===== config.mk =====
export PLATFORM = sky130hd
export DESIGN_NAME = fp32_mul
export DESIGN_NICKNAME = d
export VERILOG_FILES = /design/src/rtl/fpm_pkg.sv /design/src/rtl/fpm_unpack.sv /design/src/rtl/fpm_core.sv /design/src/rtl/fpm_round.sv /design/src/rtl/fp32_mul.sv
export SDC_FILE = /design/constraint.sdc
export NUM_CORES = 2
export LEC_CHECK = 0
export BUFFER_PORTS_ARGS = -buffer_cell sky130_fd_sc_hd__buf_2
export CORE_MARGIN = 10
export CORE_UTILIZATION = 35
export CTS_CLUSTER_DIAMETER = 100
export DETAILED_ROUTE_END_ITERATION = 10
export PLACE_DENSITY_LB_ADDON = 0.08
export REMOVE_ABC_BUFFERS = 1
export SLEW_MARGIN = 30
export SYNTH_ARGS = -nofsm -noshare
export SYNTH_HDL_FRONTEND = slang
export SYNTH_SLANG_ARGS = --single-unit

===== constraint.sdc =====
create_clock -name clk -period 8.25 [get_ports clk]
set_clock_uncertainty 0.1 [all_clocks]
set_input_delay 1.2375 -clock clk [delete_from_list [all_inputs] [get_ports clk]]
set_output_delay 1.2375 -clock clk [all_outputs]
set_load 0.03 [all_outputs]

===== src/rtl/fpm_pkg.sv =====
package fpm_pkg;
  localparam int EXP_W  = 8;
  localparam int FRAC_W = 23;
  localparam int WORD_W = 1 + EXP_W + FRAC_W;
  localparam int SIG_W  = FRAC_W + 1;
  localparam int PROD_W = 2 * SIG_W;
  localparam int EXP_IW = EXP_W + 2;
  localparam int BIAS   = (1 << (EXP_W - 1)) - 1;
  localparam int EXP_ALL1 = (1 << EXP_W) - 1;

  localparam logic [WORD_W-1:0] CANON_NAN =
    {1'b0, {EXP_W{1'b1}}, 1'b1, {(FRAC_W-1){1'b0}}};

  typedef enum logic [1:0] {
    CL_ZERO = 2'd0,
    CL_NORM = 2'd1,
    CL_INF  = 2'd2,
    CL_NAN  = 2'd3
  } fp_class_e;

  typedef struct packed {
    logic             sign;
    logic [EXP_W-1:0] exp;
    logic [SIG_W-1:0] sig;
    fp_class_e        cls;
  } fp_op_t;

  typedef struct packed {
    logic                     sign;
    logic signed [EXP_IW-1:0] exp;
    logic [PROD_W-1:0]        prod;
    logic                     bypass;
    logic [WORD_W-1:0]        byp_word;
  } fp_mid_t;
endpackage


===== src/rtl/fpm_unpack.sv =====
module fpm_unpack
  import fpm_pkg::*;
(
  input  logic [WORD_W-1:0] word,
  output fp_op_t            op
);
  logic [EXP_W-1:0]  e_fld;
  logic [FRAC_W-1:0] f_fld;

  assign e_fld = word[WORD_W-2 -: EXP_W];
  assign f_fld = word[FRAC_W-1:0];

  always_comb begin
    op.sign = word[WORD_W-1];
    op.exp  = e_fld;
    op.sig  = {1'b1, f_fld};
    if (e_fld == '0)
      op.cls = CL_ZERO;            // subnormals flushed here
    else if (e_fld == {EXP_W{1'b1}})
      op.cls = (f_fld == '0) ? CL_INF : CL_NAN;
    else
      op.cls = CL_NORM;
  end
endmodule


===== src/rtl/fpm_core.sv =====
module fpm_core
  import fpm_pkg::*;
(
  input  fp_op_t  a,
  input  fp_op_t  b,
  output fp_mid_t m
);
  logic psign, any_nan, any_inf, any_zero;

  assign psign    = a.sign ^ b.sign;
  assign any_nan  = (a.cls == CL_NAN)  || (b.cls == CL_NAN);
  assign any_inf  = (a.cls == CL_INF)  || (b.cls == CL_INF);
  assign any_zero = (a.cls == CL_ZERO) || (b.cls == CL_ZERO);

  always_comb begin
    m.sign = psign;
    m.exp  = $signed({2'b00, a.exp}) + $signed({2'b00, b.exp})
             - $signed(EXP_IW'(BIAS));
    m.prod = PROD_W'(a.sig) * PROD_W'(b.sig);
    m.bypass   = any_nan || any_inf || any_zero;
    if (any_nan || (any_inf && any_zero))
      m.byp_word = CANON_NAN;
    else if (any_inf)
      m.byp_word = {psign, {EXP_W{1'b1}}, {FRAC_W{1'b0}}};
    else
      m.byp_word = {psign, {(WORD_W-1){1'b0}}};
  end
endmodule


===== src/rtl/fpm_round.sv =====
module fpm_round
  import fpm_pkg::*;
(
  input  fp_mid_t           m,
  output logic [WORD_W-1:0] word
);
  localparam logic signed [EXP_IW-1:0] EXP_TOP = EXP_IW'(EXP_ALL1);

  logic                     hi, rbit, sticky, inc, carry;
  logic [SIG_W-1:0]         kept;
  logic [SIG_W:0]           rnd;
  logic signed [EXP_IW-1:0] e_fin;

  assign hi = m.prod[PROD_W-1];

  always_comb begin
    if (hi) begin
      kept   = m.prod[PROD_W-1 -: SIG_W];
      rbit   = m.prod[PROD_W-SIG_W-1];
      sticky = |m.prod[PROD_W-SIG_W-2:0];
    end else begin
      kept   = m.prod[PROD_W-2 -: SIG_W];
      rbit   = m.prod[PROD_W-SIG_W-2];
      sticky = |m.prod[PROD_W-SIG_W-3:0];
    end
  end

  assign inc   = rbit & (kept[0] | sticky);
  assign rnd   = {1'b0, kept} + {{SIG_W{1'b0}}, inc};
  assign carry = rnd[SIG_W];
  assign e_fin = m.exp + $signed({{(EXP_IW-1){1'b0}}, hi})
                       + $signed({{(EXP_IW-1){1'b0}}, carry});

  always_comb begin
    if (m.bypass)
      word = m.byp_word;
    else if (e_fin >= EXP_TOP)
      word = {m.sign, {EXP_W{1'b1}}, {FRAC_W{1'b0}}};
    else if (e_fin <= 0)
      word = {m.sign, {(WORD_W-1){1'b0}}};
    else
      word = {m.sign, e_fin[EXP_W-1:0],
              carry ? {FRAC_W{1'b0}} : rnd[FRAC_W-1:0]};
  end
endmodule


===== src/rtl/fp32_mul.sv =====
module fp32_mul
  import fpm_pkg::*;
#(
  parameter bit MID_REG = 1'b1
) (
  input  logic              clk,
  input  logic              rst_n,
  input  logic              in_valid,
  output logic              in_ready,
  input  logic [WORD_W-1:0] in_a,
  input  logic [WORD_W-1:0] in_b,
  output logic              out_valid,
  input  logic              out_ready,
  output logic [WORD_W-1:0] out_data
);
  fp_op_t            op_a, op_b;
  fp_mid_t           mid_d, mid_s;
  logic              v_s, advance;
  logic [WORD_W-1:0] res_w;

  assign advance  = !out_valid || out_ready;
  assign in_ready = advance;

  fpm_unpack u_unp_a (.word(in_a), .op(op_a));
  fpm_unpack u_unp_b (.word(in_b), .op(op_b));
  fpm_core   u_core  (.a(op_a), .b(op_b), .m(mid_d));

  generate
    if (MID_REG) begin : g_mid
      fp_mid_t mid_q;
      logic    v_q;
      always_ff @(posedge clk) begin
        if (!rst_n)       v_q <= 1'b0;
        else if (advance) v_q <= in_valid;
      end
      always_ff @(posedge clk) begin
        if (advance) mid_q <= mid_d;
      end
      assign mid_s = mid_q;
      assign v_s   = v_q;
    end else begin : g_flow
      assign mid_s = mid_d;
      assign v_s   = in_valid;
    end
  endgenerate

  fpm_round u_round (.m(mid_s), .word(res_w));

  always_ff @(posedge clk) begin
    if (!rst_n)       out_valid <= 1'b0;
    else if (advance) out_valid <= v_s;
  end

  always_ff @(posedge clk) begin
    if (advance) out_data <= res_w;
  end
endmodule


==> results.tsv <==
metric	value	unit
outcome	finished clean	
period_needed	7.91	ns
cts.hold.buffers_added	0	
totalWireLength	73000	um
synth.top_cells.by_count	603 x inv_1, 484 x fa_1, 301 x nand2_1	
initial_utilization	35.3	%
synthFlopType	edfxtp_1	
globalRouteOverflowTotal	0	
tightest_slew	0.762	ns
fp-row-count	96	
clock-root-buffer	clkbuf_16	
drive_above_1_share	10.2	%
drc	0	
first_global_vias	19100	
yosys_warnings	0	
port-buffer-count	101	
fp.dieW	283	um
grt_pass1_wl	114000	um
antenna_left	0	
timing.final.crit_share	95.9	%
placed_cells	3627	
worstPathArrival	7.89	ns
syn_to_final_growth	10.2	%
hpwl	63400	um
ys_seq_area_share	12.0	%
worstSetupPathType	input pin to flip-flop	
rsz0062_at_grt	false	
netlist_instances	2632	
dr.pass1.iters	7	
vias	17600	
synthArstFlopShare	0	%
drt_iter0_drc	1004	
report.final.slew_viol_count	0	
min_path_type	flip-flop to flip-flop	
startpoint_type	input pin	
instances_no_fill	3644	
viasPerCell	4.82	
antenna_found_initial	1	
synth_cell_types	74	
die_h	283	um
fp.dieArea	79900	um^2
syn_area_per_cell	9.18	um^2
setup_viol	0	
fin_ws	0.337	ns
cts_tree	done	
place_ws	-0.0355	ns
numCtsBuffers	9	
worstPathMaxFanout	12	
core_area	68500	um^2
clk_pin_slew	0.06	ns
drv_cap	0	
critPathRequiredTime	8.23	ns
nets	3492	
finalHoldViolCount	0	
synth_edf_count	95	
fmax	126	MHz
ys_ff_latch	97	
ioPinCount	102	
relSlewSlack	49.1	%
cts_sinks	97	
routedWlPerCell	20.0	um
place.gp.congestion	0.888	
htreeDepth	3	
insertion_delay	0.35	ns
grt_max_degree	55	
synth.top_cells.by_area	fa_1 40%, edfxtp_1 12%, ha_1 9.5%	
utilization	38.9	%
yosys.area.top_type_share	40.1	%
synth_top_cell_by_area	fa_1	
gr-usage-all-layers	18.7	%
clockBufferDepth	2	
synth_most_common_cell	inv_1	
end_kind	flip-flop	
syn_area	24200	um^2
[per-layer routing]
layer,vias up,GRT usage [%],routed length (um)
li1,8216,-,-
met1,8921,26.3,34400
met2,389,29.9,33200
met3,42,3.43,4370
met4,0,3.36,1090
met5,-,0,0
[state kept, by name (all words and copies together), names as in the netlist]
name and flops:
out_valid 1, g_mid.mid_q 63, out_data 32, g_mid.v_q 1
[timing repair]
| action | in CTS | in global routing |
|---|---|---|
| endpoints found under the hold margin | 0 | 0 |
| setup buffers | 0 | 0 |
| endpoints found under the setup margin | 0 | 1 |
| gates resized for setup | 0 | 1 |
[placed cells by master, fill, tap and decap left out, drive strengths merged, types with 6 or more instances in the layout]
cell / count
nand4: 22
and2: 260
fa: 484
nor3: 15
and3: 10
xnor2: 51
clkbuf: 9
nand3: 27
nor4: 24
nand2: 301
edfxtp: 95
mux2i: 12
inv: 604
o21a: 6
nor2: 105
buf: 240
a21o: 27
o21ai: 50
xor2: 40
a31oi: 11
nor2b: 17
clkinv: 9
o21bai: 12
ha: 184
a21oi: 65
a211oi: 16
[per-stage QoR]
stage	hold WS (ns)	TNS (ns)	area (um^2)
final	0.374	0	26600
after global routing	0.399	0	26600
after floorplan	0.334	0	23600
after detailed placement	0.370	-0.0355	26400
after CTS	0.380	0	26600
after global placement	0.344	0	26400
[path summary, 6_finish.rpt]
check | from | end | slack [ns] | cells past startpoint
setup reg to reg | g_mid.mid_q[80]$_DFFE_PP_ | out_data[21]$_SDFFCE_PP0P_ | 2.82 | 18
hold / removal | g_mid.v_q$_SDFFE_PN0P_ | out_valid$_SDFFE_PN0P_ | 0.37 | 2
hold reg to reg | g_mid.v_q$_SDFFE_PN0P_ | out_valid$_SDFFE_PN0P_ | 0.37 | 2
setup / recovery | in_b[0] | g_mid.mid_q[79]$_DFFE_PP_ | 0.34 | 24
[final cells by class]
type | instances | area [um^2]
tap | 882 | 1100
sequential | 97 | 2890
multi-input combinational | 1800 | 18500
clock buffer | 9 | 225
timing repair buffer | 240 | 1610
clock inverter | 7 | 46.3
inverter | 608 | 2280
fill | 7038 | 41800
antenna | 1 | 2.50
[worst max-delay path, stage by stage]
cell,delay (ns)
buf_2,0.31
clkinv_1,0.28
nor2_1,0.21
fa_1,0.45
fa_1,0.56
inv_1,0.06
fa_1,0.48
fa_1,0.55
inv_1,0.06
fa_1,0.49
fa_1,0.49
inv_1,0.05
fa_1,0.47
inv_1,0.04
ha_1,0.29
a21o_1,0.19
a211oi_1,0.28
o2111ai_1,0.18
a21oi_1,0.15
buf_4,0.13
o21ai_0,0.25
a21oi_1,0.30
mux2i_1,0.22
o221ai_1,0.14
[logic make-up (layout without fill, tap and decap cells)]
kind of cell | count (synthesis) | after routing | synth area share [%]
DFF | 97 | 97 | 12.0
other | 0 | 1 | 0
xor gates and xnor gates | 91 | 91 | 3.30
muxes | 16 | 16 | 0.684
AOI/OAI and AO/OA | 220 | 220 | 5.98
buffers and inverters | 735 | 864 | 11.6
and+or+nand+nor | 805 | 805 | 16.8
adders and majority gates | 668 | 668 | 49.6
Power is left out: the tool's default activity adds up to more than one toggle a clock period on the data nets, which glitch-free logic cannot reach.
